<file path="src/rtl/pwr_sleep_pkg.sv">
package pwr_sleep_pkg;
  localparam int CFG_W  = 8;
  localparam int MODE_W = 3;
  localparam int DOM_N  = 5;

  localparam int D_CPU   = 0;
  localparam int D_FLASH = 1;
  localparam int D_IO    = 2;
  localparam int D_ADC   = 3;
  localparam int D_ASYNC = 4;

  localparam logic [MODE_W-1:0] M_IDLE  = 3'b000;
  localparam logic [MODE_W-1:0] M_ADCNR = 3'b001;
  localparam logic [MODE_W-1:0] M_PDOWN = 3'b010;
  localparam logic [MODE_W-1:0] M_PSAVE = 3'b011;
  localparam logic [MODE_W-1:0] M_STBY  = 3'b110;

  function automatic logic mode_valid(input logic [MODE_W-1:0] m);
    return (m == M_IDLE) || (m == M_ADCNR) || (m == M_PDOWN) ||
           (m == M_PSAVE) || (m == M_STBY);
  endfunction

  // Domains left running while asleep in mode m
  function automatic logic [DOM_N-1:0] dom_mask(input logic [MODE_W-1:0] m);
    logic [DOM_N-1:0] r;
    r = '0;
    case (m)
      M_IDLE:  begin r[D_IO] = 1'b1; r[D_ADC] = 1'b1; r[D_ASYNC] = 1'b1; end
      M_ADCNR: begin r[D_ADC] = 1'b1; r[D_ASYNC] = 1'b1; end
      M_PSAVE: r[D_ASYNC] = 1'b1;
      default: r = '0;
    endcase
    return r;
  endfunction

  function automatic logic wake_ok(input logic [MODE_W-1:0] m, input logic ext,
                                   input logic asy, input logic syn);
    logic keeps_async, keeps_sync;
    keeps_async = dom_mask(m)[D_ASYNC];
    keeps_sync  = dom_mask(m)[D_ADC];
    return ext || (asy && keeps_async) || (syn && keeps_sync);
  endfunction
endpackage

</file>
<file path="src/rtl/pwr_sleep_cfg.sv">
module pwr_sleep_cfg
  import pwr_sleep_pkg::*;
(
  input  logic              clk,
  input  logic              rst_n,
  input  logic              we,
  input  logic [MODE_W:0]   wdata,
  output logic              slp_en,
  output logic [MODE_W-1:0] mode_sel
);
  always_ff @(posedge clk or negedge rst_n) begin
    if (!rst_n) begin
      slp_en   <= 1'b0;
      mode_sel <= '0;
    end else if (we) begin
      slp_en   <= wdata[0];
      mode_sel <= wdata[MODE_W:1];
    end
  end
endmodule

</file>
<file path="src/rtl/pwr_sleep_fsm.sv">
module pwr_sleep_fsm
  import pwr_sleep_pkg::*;
(
  input  logic              clk,
  input  logic              rst_n,
  input  logic              slp_en,
  input  logic [MODE_W-1:0] mode_sel,
  input  logic              sleep_req,
  input  logic              adc_on,
  input  logic              irq_ext,
  input  logic              irq_async,
  input  logic              irq_sync,
  output logic              asleep,
  output logic [MODE_W-1:0] cur_mode,
  output logic              wake_pulse,
  output logic              adc_start
);
  logic enter_evt, wake_evt;

  assign enter_evt = !asleep && sleep_req && slp_en && mode_valid(mode_sel);
  assign wake_evt  = asleep && wake_ok(cur_mode, irq_ext, irq_async, irq_sync);

  always_ff @(posedge clk or negedge rst_n) begin
    if (!rst_n) begin
      asleep     <= 1'b0;
      cur_mode   <= M_IDLE;
      wake_pulse <= 1'b0;
      adc_start  <= 1'b0;
    end else begin
      wake_pulse <= wake_evt;
      adc_start  <= enter_evt && (mode_sel == M_IDLE) && adc_on;
      if (enter_evt) begin
        asleep   <= 1'b1;
        cur_mode <= mode_sel;
      end else if (wake_evt) begin
        asleep <= 1'b0;
      end
    end
  end

  // disabled or reserved strobes never put the core to sleep
  a_r3_no_entry_when_disabled: assert property (@(posedge clk) disable iff (!rst_n)
    (!asleep && sleep_req && !slp_en) |=> !asleep);
  a_r4_reserved_code_noop: assert property (@(posedge clk) disable iff (!rst_n)
    (!asleep && sleep_req && !mode_valid(mode_sel)) |=> !asleep);
  // deep modes only listen to the external request
  a_r6_deep_ext_only: assert property (@(posedge clk) disable iff (!rst_n)
    (asleep && (cur_mode == M_PDOWN || cur_mode == M_STBY) && !irq_ext) |=> asleep);
  // start pulse lasts one cycle
  a_r8_adc_start_single: assert property (@(posedge clk) disable iff (!rst_n)
    adc_start |=> !adc_start);
endmodule

</file>
<file path="src/rtl/pwr_sleep_ctrl.sv">
module pwr_sleep_ctrl
  import pwr_sleep_pkg::*;
(
  input  logic             clk,
  input  logic             rst_n,
  input  logic             cfg_we,
  input  logic [CFG_W-1:0] cfg_wdata,
  output logic [CFG_W-1:0] cfg_rdata,
  input  logic             sleep_req,
  input  logic             adc_on,
  input  logic             irq_ext,
  input  logic             irq_async,
  input  logic             irq_sync,
  output logic             ce_cpu,
  output logic             ce_flash,
  output logic             ce_io,
  output logic             ce_adc,
  output logic             ce_async,
  output logic             wake_pulse,
  output logic             adc_start
);
  localparam int RSV_W = CFG_W - MODE_W - 1;

  logic              slp_en;
  logic [MODE_W-1:0] mode_sel;
  logic              asleep;
  logic [MODE_W-1:0] cur_mode;
  logic [DOM_N-1:0]  dom_on;
  logic [DOM_N-1:0]  sleep_mask;

  pwr_sleep_cfg u_cfg (
    .clk      (clk),
    .rst_n    (rst_n),
    .we       (cfg_we),
    .wdata    (cfg_wdata[MODE_W:0]),
    .slp_en   (slp_en),
    .mode_sel (mode_sel)
  );

  pwr_sleep_fsm u_fsm (
    .clk        (clk),
    .rst_n      (rst_n),
    .slp_en     (slp_en),
    .mode_sel   (mode_sel),
    .sleep_req  (sleep_req),
    .adc_on     (adc_on),
    .irq_ext    (irq_ext),
    .irq_async  (irq_async),
    .irq_sync   (irq_sync),
    .asleep     (asleep),
    .cur_mode   (cur_mode),
    .wake_pulse (wake_pulse),
    .adc_start  (adc_start)
  );

  assign cfg_rdata  = {{RSV_W{1'b0}}, mode_sel, slp_en};
  assign sleep_mask = dom_mask(cur_mode);

  for (genvar d = 0; d < DOM_N; d++) begin : g_dom
    assign dom_on[d] = !asleep || sleep_mask[d];
  end

  assign ce_cpu   = dom_on[D_CPU];
  assign ce_flash = dom_on[D_FLASH];
  assign ce_io    = dom_on[D_IO];
  assign ce_adc   = dom_on[D_ADC];
  assign ce_async = dom_on[D_ASYNC];

  // upper bits stay zero after any write
  a_r2_reserved_read_zero: assert property (@(posedge clk) disable iff (!rst_n)
    (cfg_we && (|cfg_wdata[CFG_W-1:MODE_W+1])) |=> (cfg_rdata[CFG_W-1:MODE_W+1] == '0));
  // CPU is never clocked while asleep
  a_r5_cpu_off_asleep: assert property (@(posedge clk) disable iff (!rst_n)
    asleep |-> !ce_cpu);
  // wake pulse coincides with every domain enabled
  a_r7_wake_all_on: assert property (@(posedge clk) disable iff (!rst_n)
    wake_pulse |-> (ce_cpu && ce_flash && ce_io && ce_adc && ce_async));
endmodule

</file>
<file path="config.mk">
export PLATFORM = sky130hd
export DESIGN_NAME = pwr_sleep_ctrl
export DESIGN_NICKNAME = d
export VERILOG_FILES = /design/src/rtl/pwr_sleep_pkg.sv /design/src/rtl/pwr_sleep_cfg.sv /design/src/rtl/pwr_sleep_fsm.sv /design/src/rtl/pwr_sleep_ctrl.sv
export SDC_FILE = /design/constraint.sdc
export NUM_CORES = 1
export LEC_CHECK = 0
export ABC_AREA = 1
export BUFFER_PORTS_ARGS = -buffer_cell sky130_fd_sc_hd__buf_2
export CAP_MARGIN = 40
export CORE_MARGIN = 2
export CORE_UTILIZATION = 25
export CTS_CLUSTER_DIAMETER = 30
export CTS_CLUSTER_SIZE = 20
export DETAILED_ROUTE_END_ITERATION = 8
export PLACE_DENSITY = 0.53
export SLEW_MARGIN = 15
export SYNTH_ARGS = -nofsm -noshare
export SYNTH_HDL_FRONTEND = slang
export SYNTH_SLANG_ARGS = --single-unit
export TNS_END_PERCENT = 20
</file>
<file path="constraint.sdc">
create_clock -name clk -period 1.3 [get_ports clk]
set_clock_uncertainty 0.2 [all_clocks]
set_input_delay 0.13 -clock clk [delete_from_list [all_inputs] [get_ports clk]]
set_output_delay 0.13 -clock clk [all_outputs]
set_load 0.01 [all_outputs]
</file>
==> impl_metrics.tcl, run 1 <==
set metrics [dict create \
    cts_buffers 3 \
    report.final.slew_viol_count 0 \
    finalSetupTns_ns -0.1778 \
    largest_net_degree_at_the_start_of_global_routing 11 \
    layout_common_cells "22 x sky130_fd_sc_hd__buf_2, 10 x sky130_fd_sc_hd__nand2_1, 10 x sky130_fd_sc_hd__dlygate4sd3_1" \
    tritoncts "built" \
    syn-cell-area_um2 508.0 \
    clock_path_buffers 2 \
    routed_wirelength_um 1011 \
    start_kind "flop" \
    syn_area_per_cell_um2 8.912 \
    routed-via-count 457 \
    outcome "finished, violations left" \
    r2r_slack_ns 0.08 \
    chipWidth_um 49.08 \
    finalCritPeriodShare_pct 106.5 \
    drive_gt1_share_pct 51.06 \
    num_antenna_cells 0 \
    yosysWarnings 0 \
    initial_standard_cell_utilization_of_the_core_pct 26.16 \
    critical_path.max_stage_delay_ns 0.38 \
    setup_viol_count_final 3 \
    final_common_cell "sky130_fd_sc_hd__buf_2" \
    totalPowerFinal_mw 0.9321 \
    setup.worst_path.class "reg -> out" \
    io_buffers 22 \
    fill_cells 212 \
    core-area_um2 1942 \
    worstPathCellList "nor2_2 > inv_2 > o21ai_2 > buf_2" \
    use_met1_pct 11.18 \
    clk_pin_slew_ns 0.07 \
    grt_first_pass_wirelength_um 1752 \
    timing.hold.ws_ns 0.05681 \
    use_met2_pct 15.99 \
    vias_per_cell 3.777 \
    rsz_0062_raised_after_global_routing "yes" \
    arrival_time_worst_endpoint_ns 1.05 \
    critical_path_buf_inv_count 2 \
    route.detailed.wl_per_inst_um 8.355 \
    antenna_violations_before_repair 0 \
    finalWorstSetupSlack_ns -0.08455 \
    final_cells 121 \
    globalRouteTotalUtil_pct 9.929 \
    die_height_um 49.08 \
    antenna_violating_nets_post_route 0 \
    critical_path.top_delay_family "flip-flops" \
    dp.cells 104 \
    critPathSlowestCell "sky130_fd_sc_hd__dfrtp_1" \
    globalRouteOverflowTotal 0 \
    post_synth_inst_count 57 \
    largest_voltage_drop_on_the_vdd_net_v 0.0004472 \
    clk-insertion-delay-late_ns 0.26 \
    static-leakage-power_nw 0.4065 \
    die_outline_area_um2 2408 \
    synth.yosys.seq_area_share_pct 49.26 \
    std_cell_rows 16 \
    global_route.usage.met3_pct 2.761 \
    hold_violations_final 0 \
    yosys_register_bits 10 \
    worst_hold_path_type "in -> async" \
    h-tree-depth 1 \
    failing_checks "negative setup slack" \
    drc_violation_count_after_routing 0 \
    ys_types 15 \
    numClockSinks 10 \
    timing.fmax_mhz 722.3 \
    timing.critical_path.required_ns 0.97 \
    timing.final.crit_period_ns 1.385 \
    design.portCount 31 \
    nNetsFinal 112 \
    place_hpwl_um 738.6 \
    grt_pass1_vias 431 \
    power_density_nw_per_um2 1177 \
    max-cap-violations 0 \
    drtIter0Drc 1 \
    area_delta_synth_final_pct 55.91 \
    worstSetupEndpointType "output pin" \
    cts-root-buf "sky130_fd_sc_hd__clkbuf_4" \
    top_usage_layer "met2" \
    worstPathMaxFanout 2 \
    gpl.final_weighted_congestion 0.6749 \
    first_pass_iters 2 \
]
==> final cells by class <==
class	instances	area [um2]	share of cell area (%)
Tap cell	27	33.78	4.265
Inverter	8	30.03	3.791
Clock buffer	3	22.52	2.844
Timing Repair Buffer	37	247.7	31.28
Sequential cell	10	251.5	31.75
Multi-Input combinational cell	36	206.4	26.07
==> where the power goes <==
group	switching [mW]	internal (mW)
sequential	0.0341	0.357
combinational	0.163	0.171
clock	0.101	0.107
==> timing repair <==
action / CTS / global route
buffers inserted: 4 / 0
hold buffers: 10 / 0
setup endpoints to repair: 3 / 10
resized for setup: 4 / 4
hold endpoints to repair: 17 / 0
pin swaps: 1 / 1
==> flip-flops by register name (all words and copies together) (netlist names) <==
register / count
u_fsm.wake_pulse: 1
u_fsm.cur_mode: 3
u_cfg.slp_en: 1
u_fsm.adc_start: 1
u_cfg.mode_sel: 3
u_fsm.asleep: 1
==> Yosys cell counts <==
library cell | number | area, um2
sky130_fd_sc_hd__a21oi_1 | 2 | 10.01
sky130_fd_sc_hd__buf_4 | 6 | 45.04
sky130_fd_sc_hd__conb_1 | 1 | 3.750
sky130_fd_sc_hd__dfrtp_1 | 10 | 250.2
sky130_fd_sc_hd__inv_1 | 7 | 26.28
sky130_fd_sc_hd__inv_2 | 1 | 3.750
sky130_fd_sc_hd__nand2_1 | 11 | 41.29
sky130_fd_sc_hd__nand2_2 | 4 | 25.02
sky130_fd_sc_hd__nand2_4 | 1 | 11.26
sky130_fd_sc_hd__nand3_1 | 3 | 15.01
sky130_fd_sc_hd__nor2_1 | 1 | 3.750
sky130_fd_sc_hd__nor2_4 | 1 | 11.26
sky130_fd_sc_hd__nor3_2 | 1 | 10.01
sky130_fd_sc_hd__o21ai_0 | 5 | 25.02
sky130_fd_sc_hd__o21ai_2 | 3 | 26.28
==> logic make-up (layout without fill, tap and decap cells) <==
family / after synthesis / after routing / share of synthesized area (%)
other cells: 1 / 4 / 0.7382
buf+inv: 14 / 48 / 14.78
simple gates: 22 / 22 / 23.15
compound gates: 10 / 10 / 12.07
flops: 10 / 10 / 49.26
==> metrics by stage <==
stage	util [%]	setup WS, ns	instance area [um2]
4_1_cts	40.34	-0.1188	783.3
5_1_grt	40.79	-0.1689	792.0
3_3_place_gp	32.22	0.09850	625.6
3_5_place_dp	32.22	0.06885	625.6
6_report	40.79	-0.08455	792.0
2_1_floorplan	-	0.1202	519.2
==> worst reg2reg max path, stage by stage (launching register included) <==
cell and delay [ns]:
sky130_fd_sc_hd__dfrtp_2 0.44, sky130_fd_sc_hd__inv_2 0.09, sky130_fd_sc_hd__nand2_2 0.06, sky130_fd_sc_hd__nor2_4 0.09, sky130_fd_sc_hd__nand2_4 0.10, sky130_fd_sc_hd__nand2_2 0.08
sky130_fd_sc_hd__o21ai_2 0.04
==> worst paths after layout <==
| check | start | end | depth (start not counted) |
|---|---|---|---|
| worst min register to register | u_cfg.mode_sel[0]$_DFFE_PN0P_ | u_fsm.adc_start$_DFF_PN0_ | 1 |
| min in group clk | sleep_req | u_fsm.adc_start$_DFF_PN0_ | 5 |
| max in group asynchronous | rst_n | u_fsm.asleep$_DFFE_PN0P_ | 2 |
| worst max register to register | u_fsm.asleep$_DFFE_PN0P_ | u_fsm.cur_mode[0]$_DFFE_PN0P_ | 6 |
| worst max-delay path | u_fsm.cur_mode[1]$_DFFE_PN0P_ | ce_io | 4 |
| worst min-delay path | rst_n | u_cfg.mode_sel[2]$_DFFE_PN0P_ | 2 |
==> routing by layer <==
metal,routed length (um),up-vias,part of all wire [%]
li1,-,242,-
met1,444,196,44
met4,13,0,1.3
met5,0,-,0
met2,490,17,48
met3,62,2,6.1
No activity file was read; power rests on OpenSTA's default activity.
==> run 2, diff against run 1 <==
--- a/config.mk
+++ b/config.mk
@@ -6,14 +6,17 @@
 export NUM_CORES = 1
 export LEC_CHECK = 0
 export ABC_AREA = 1
+export ABC_CLOCK_PERIOD_IN_PS = 1300
 export BUFFER_PORTS_ARGS = -buffer_cell sky130_fd_sc_hd__buf_2
 export CAP_MARGIN = 40
+export CELL_PAD_IN_SITES_DETAIL_PLACEMENT = 0
+export CELL_PAD_IN_SITES_GLOBAL_PLACEMENT = 1
 export CORE_MARGIN = 2
 export CORE_UTILIZATION = 25
 export CTS_CLUSTER_DIAMETER = 30
 export CTS_CLUSTER_SIZE = 20
 export DETAILED_ROUTE_END_ITERATION = 8
-export PLACE_DENSITY = 0.53
+export PLACE_DENSITY = 0.71
 export SLEW_MARGIN = 15
 export SYNTH_ARGS = -nofsm -noshare
 export SYNTH_HDL_FRONTEND = slang
==> run 2 against run 1 <==
Effect of this change: the flow still finishes with violations (negative setup slack); critical path depth unchanged; wire length shrank 1.9%; utilization is 0.19 points higher; non-clock buffer count increased by 1; clock power hardly changed; maximum frequency down 2.0%.
==> impl_metrics.tcl, run 2 (synthesis results as in run 1) <==
set metrics [dict create \
    timing.critical_path.required_ns 0.97 \
    antenna_violating_nets_post_route 0 \
    cts_buffers 3 \
    nNetsFinal 113 \
    final_util_pct 40.98 \
    clk_pin_slew_ns 0.06 \
    totalPowerFinal_mw 0.9409 \
    setup.worst_path.class "reg -> out" \
    vias_per_cell 3.730 \
    std_cell_rows 16 \
    power_density_nw_per_um2 1182 \
    switchingPower_mw 0.2976 \
    die_height_um 49.08 \
    routed_wirelength_um 992 \
    cts-root-buf "sky130_fd_sc_hd__clkbuf_4" \
    power.clock.fraction_pct 22.1 \
    routed-via-count 455 \
    wl_met2_um 448 \
    io_buffers 22 \
    hold_violations_final 0 \
    layout_common_cells "22 x sky130_fd_sc_hd__buf_2, 10 x sky130_fd_sc_hd__nand2_1, 10 x sky130_fd_sc_hd__dlygate4sd3_1" \
    worstPathCellList "nor2_2 > inv_2 > o21ai_2 > buf_2" \
    first_pass_iters 4 \
    failing_checks "negative setup slack" \
    met1_length_um 456 \
    grt_first_pass_wirelength_um 1766 \
    gpl.final_weighted_congestion 0.6774 \
    worstPathMaxFanout 2 \
    globalRouteTotalUtil_pct 9.709 \
    core-area_um2 1942 \
    static-leakage-power_nw 0.4114 \
    rsz_0062_raised_after_global_routing "yes" \
    chipWidth_um 49.08 \
    clk-insertion-delay-late_ns 0.26 \
    setup_viol_count_final 3 \
    cell_internal_pwr_mw 0.6433 \
    clock_path_buffers 2 \
    met3_length_um 52 \
    finalWorstSetupSlack_ns -0.1130 \
    numClockSinks 10 \
    design.portCount 31 \
    critPathSlowestCell "sky130_fd_sc_hd__dfrtp_1" \
    max-cap-violations 0 \
    timing.fmax_mhz 707.7 \
    drive_gt1_share_pct 50.53 \
    route.detailed.wl_per_inst_um 8.131 \
    start_kind "flop" \
    place_hpwl_um 723.8 \
    final_common_cell "sky130_fd_sc_hd__buf_2" \
    initial_standard_cell_utilization_of_the_core_pct 26.16 \
    critical_path.max_stage_delay_ns 0.39 \
    layout_top_registers "u_cfg.mode_sel (3), u_fsm.cur_mode (3)" \
    worstSetupEndpointType "output pin" \
    drc_violation_count_after_routing 0 \
    worst_hold_path_type "in -> async" \
    drtIter0Drc 5 \
    arrival_time_worst_endpoint_ns 1.08 \
    globalRouteOverflowTotal 0 \
    report.final.slew_viol_count 0 \
    die_outline_area_um2 2408 \
    highest-signal-layer "met4" \
    finalCritPeriodShare_pct 108.7 \
    largest_voltage_drop_on_the_vdd_net_v 0.0005166 \
    largest_net_degree_at_the_start_of_global_routing 11 \
    area_delta_synth_final_pct 56.65 \
    grt_pass1_vias 470 \
    num_antenna_cells 0 \
    timing.final.crit_period_ns 1.413 \
    antenna_violations_before_repair 0 \
    combPwrFrac_pct 35.9 \
    seq_power_share_pct 42.0 \
    tritoncts "built" \
    power.share.switching_pct 31.62 \
    h-tree-depth 1 \
    outcome "finished, violations left" \
]
## run 2: cell types whose count changed in the layout (fill, tap and decap cells not counted), sizes merged
| cell | delta |
|---|---|
| buf | +1 |
## run 2: cell type report
cell class                 instances  area, um2
inverter                           8      30.03
sequential                        10      251.5
tap                               27      33.78
fill                             207       1146
multi-input combinational         36      202.7
clock buffer                       3      22.52
timing repair buffer              38      255.2
## run 2: worst paths after layout
kind	slack (ns)	cells past startpoint	to	startpoint
worst max-delay path	-0.11	4	ce_io	u_fsm.cur_mode[1]$_DFFE_PN0P_
worst min-delay path	0.05	2	u_fsm.wake_pulse$_DFF_PN0_	rst_n
worst max register to register	0.06	6	u_fsm.asleep$_DFFE_PN0P_	u_fsm.cur_mode[2]$_DFFE_PN0P_
max in group asynchronous	0.64	2	u_fsm.asleep$_DFFE_PN0P_	rst_n
worst min register to register	0.26	1	u_fsm.adc_start$_DFF_PN0_	u_cfg.mode_sel[0]$_DFFE_PN0P_
min in group clk	0.08	5	u_fsm.adc_start$_DFF_PN0_	sleep_req
## run 2: worst max-delay path: cells and delay by family, from the launching register on
family	cells	cell delay (ns)
AOI/OAI and AO/OA	1	0.11
buffers and inverters	2	0.18
DFF	1	0.39
and+or+nand+nor	1	0.14
## run 2: stage by stage
| step | instance area, um2 | setup TNS [ns] | setup slack (ns) | hold slack, ns | cells |
|---|---|---|---|---|---|
| after floorplan | 519.2 | 0 | 0.1202 | -0.3656 | 60 |
| after CTS | 783.3 | -0.3043 | -0.1323 | 0.06515 | 121 |
| final | 795.8 | -0.2493 | -0.1130 | 0.05271 | 122 |
| after global routing | 795.8 | -0.5363 | -0.2156 | 0.08531 | 122 |
| after global placement | 625.6 | 0 | 0.09361 | -0.1967 | 104 |
| after detailed placement | 625.6 | 0 | 0.07451 | -0.1924 | 104 |
## run 2: repair_timing
item	CTS	global route
endpoints found under the hold margin	17	0
endpoints found under the setup margin	3	6
gates resized for setup	3	4
hold buffers	10	0
setup buffers	4	1
pin swaps	1	2
## run 2: power by group through the flow
stage          Clock, mW  Sequential, mW  Combinational (mW)
6_report           0.208           0.395               0.338
5_1_grt            0.241           0.402               0.382
4_1_cts            0.217           0.393               0.323
3_5_place_dp           0           0.401               0.227
3_3_place_gp           0           0.399               0.225
2_1_floorplan          0           0.400               0.161
## run 2: per-layer routing
layer  vias to the layer above  global-route usage (%)
li1                        246                       -
met1                       185                   10.71
met2                        19                   15.77
met3                         5                   2.761
met4                         0                   7.143
met5                         -                       0
==> run 3, diff against run 2 <==
--- a/config.mk
+++ b/config.mk
@@ -17,6 +17,7 @@
 export CTS_CLUSTER_SIZE = 20
 export DETAILED_ROUTE_END_ITERATION = 8
 export PLACE_DENSITY = 0.71
+export SETUP_SLACK_MARGIN = 0.3
 export SLEW_MARGIN = 15
 export SYNTH_ARGS = -nofsm -noshare
 export SYNTH_HDL_FRONTEND = slang
==> run 3 against run 2 <==
Effect of this change: the run ends with negative hold slack, negative setup slack left; clock-buffer cell count unchanged; critical path type unchanged; non-clock buffer count down 3; utilization down 0.32 points; combinational power up 19%; total power up 6.7%; maximum frequency about the same; sequential share of layout area up 0.25 points; register-to-register slack worse by 0.04 ns; final cell count down 2.5%.
==> impl_metrics.tcl, run 3 (synthesis results as in run 1) <==
set metrics [dict create \
    finalSetupTns_ns -0.2467 \
    clk-insertion-delay-late_ns 0.26 \
    timing.critical_path.required_ns 0.97 \
    gpl.final_weighted_congestion 0.6871 \
    die_height_um 49.08 \
    power_density_nw_per_um2 1271 \
    die_outline_area_um2 2408 \
    grt_first_pass_wirelength_um 1773 \
    routed_wirelength_um 1050 \
    io_buffers 22 \
    worstPathMaxFanout 2 \
    grt_pass1_vias 440 \
    core-area_um2 1942 \
    clock_path_buffers 2 \
    first_pass_iters 3 \
    finalCritPeriodShare_pct 108.6 \
    place_hpwl_um 725.8 \
    setup_viol_count_final 3 \
    totalPowerFinal_mw 1.004 \
    layout_common_cells "20 x sky130_fd_sc_hd__buf_2, 10 x sky130_fd_sc_hd__nand2_1, 9 x sky130_fd_sc_hd__dfrtp_1" \
    chipWidth_um 49.08 \
    cts_buffers 3 \
    globalRouteTotalUtil_pct 9.780 \
    layout_top_registers "u_cfg.mode_sel (3), u_fsm.cur_mode (3)" \
    antenna_violations_before_repair 0 \
    start_kind "flop" \
    vias_per_cell 3.815 \
    report.final.slew_viol_count 0 \
    largest_voltage_drop_on_the_vdd_net_v 0.0005691 \
    drtIter0Drc 5 \
    worst_hold_path_type "in -> reg" \
    hold_violations_final 6 \
    numClockSinks 10 \
    timing.hold.ws_ns -0.07360 \
    rsz_0062_raised_after_global_routing "yes" \
    area_delta_synth_final_pct 55.42 \
    setup.worst_path.class "reg -> out" \
    dp_slack_ns 0.08306 \
    worstSetupEndpointType "output pin" \
    antenna_violating_nets_post_route 0 \
    final_common_cell "sky130_fd_sc_hd__buf_2" \
    design.portCount 31 \
    timing.fmax_mhz 708.2 \
    num_antenna_cells 0 \
    failing_checks "negative hold slack, negative setup slack" \
    std_cell_rows 16 \
    final_util_pct 40.66 \
    static-leakage-power_nw 0.4090 \
    routed-via-count 454 \
    nNetsFinal 110 \
    fill_cells 216 \
    tritoncts "built" \
    max-cap-violations 0 \
    drc_violation_count_after_routing 0 \
    timing.final.crit_period_ns 1.412 \
    drive_gt1_share_pct 55.43 \
    globalRouteOverflowTotal 0 \
    route.detailed.wl_per_inst_um 8.824 \
    finalWorstSetupSlack_ns -0.1120 \
    initial_standard_cell_utilization_of_the_core_pct 26.16 \
    clk_pin_slew_ns 0.06 \
    h-tree-depth 1 \
    largest_net_degree_at_the_start_of_global_routing 11 \
    cts-root-buf "sky130_fd_sc_hd__clkbuf_4" \
    outcome "finished, violations left" \
    post_cts_hold_buffer_count 6 \
    arrival_time_worst_endpoint_ns 1.08 \
]
run 3: changes by cell type in the layout (fill, tap and decap cells not counted), sizes merged:
| cell | before | now |
|---|---|---|
| buf | 28 | 29 |
| dlygate4sd3 | 10 | 6 |
run 3: layout make-up:
| type | instances | area (um2) | area share [%] |
|---|---|---|---|
| tap | 27 | 33.78 | 4.279 |
| inverter | 8 | 32.53 | 4.120 |
| clock buffer | 3 | 22.52 | 2.853 |
| timing repair buffer | 35 | 242.7 | 30.74 |
| multi-input combinational | 36 | 206.4 | 26.15 |
| sequential | 10 | 251.5 | 31.85 |
run 3: per-layer routing:
metal / wire (um) / up-vias / track usage (%)
met4: 0 / 0 / 2.857
met2: 510 / 21 / 17.12
li1: - / 238 / -
met1: 447 / 195 / 10.34
met3: 92 / 0 / 4.601
met5: 0 / - / 0
run 3: what timing repair did:
item	CTS	global route
endpoints found under the hold margin	17	6
endpoints found under the setup margin	17	17
gates cloned	0	0
resized for setup	8	5
pin swaps	7	6
buffers inserted	6	1
run 3: worst max-delay path: stages (launching register included):
cell and delay (ns):
sky130_fd_sc_hd__dfrtp_1 0.38, sky130_fd_sc_hd__nor2_2 0.14, sky130_fd_sc_hd__inv_2 0.05, sky130_fd_sc_hd__o21ai_2 0.11, sky130_fd_sc_hd__buf_2 0.13
run 3: worst paths after layout:
kind                                               start                            end  slack, ns  depth (start not counted)
min reg2reg                u_cfg.mode_sel[0]$_DFFE_PN0P_      u_fsm.adc_start$_DFF_PN0_       0.27                          1
max reg2reg                u_fsm.cur_mode[1]$_DFFE_PN0P_       u_fsm.asleep$_DFFE_PN0P_       0.02                          7
min in group asynchronous                          rst_n  u_fsm.cur_mode[0]$_DFFE_PN0P_       0.06                          2
max in group asynchronous                          rst_n       u_fsm.asleep$_DFFE_PN0P_       0.63                          2
max                        u_fsm.cur_mode[1]$_DFFE_PN0P_                          ce_io      -0.11                          4
min                                              irq_ext       u_fsm.asleep$_DFFE_PN0P_      -0.07                          4
run 3: metrics by stage:
stage / cells / instance area, um2
after floorplan: 60 / 519.2
after global placement: 103 / 618.1
after detailed placement: 103 / 618.1
after CTS: 118 / 770.7
after global routing: 119 / 789.5
final: 119 / 789.5
run 3: where the power goes:
group	switching, mW	internal [mW]	total (mW)
Sequential	0.0376	0.357	0.395
Combinational	0.183	0.219	0.402
Clock	0.100	0.107	0.207
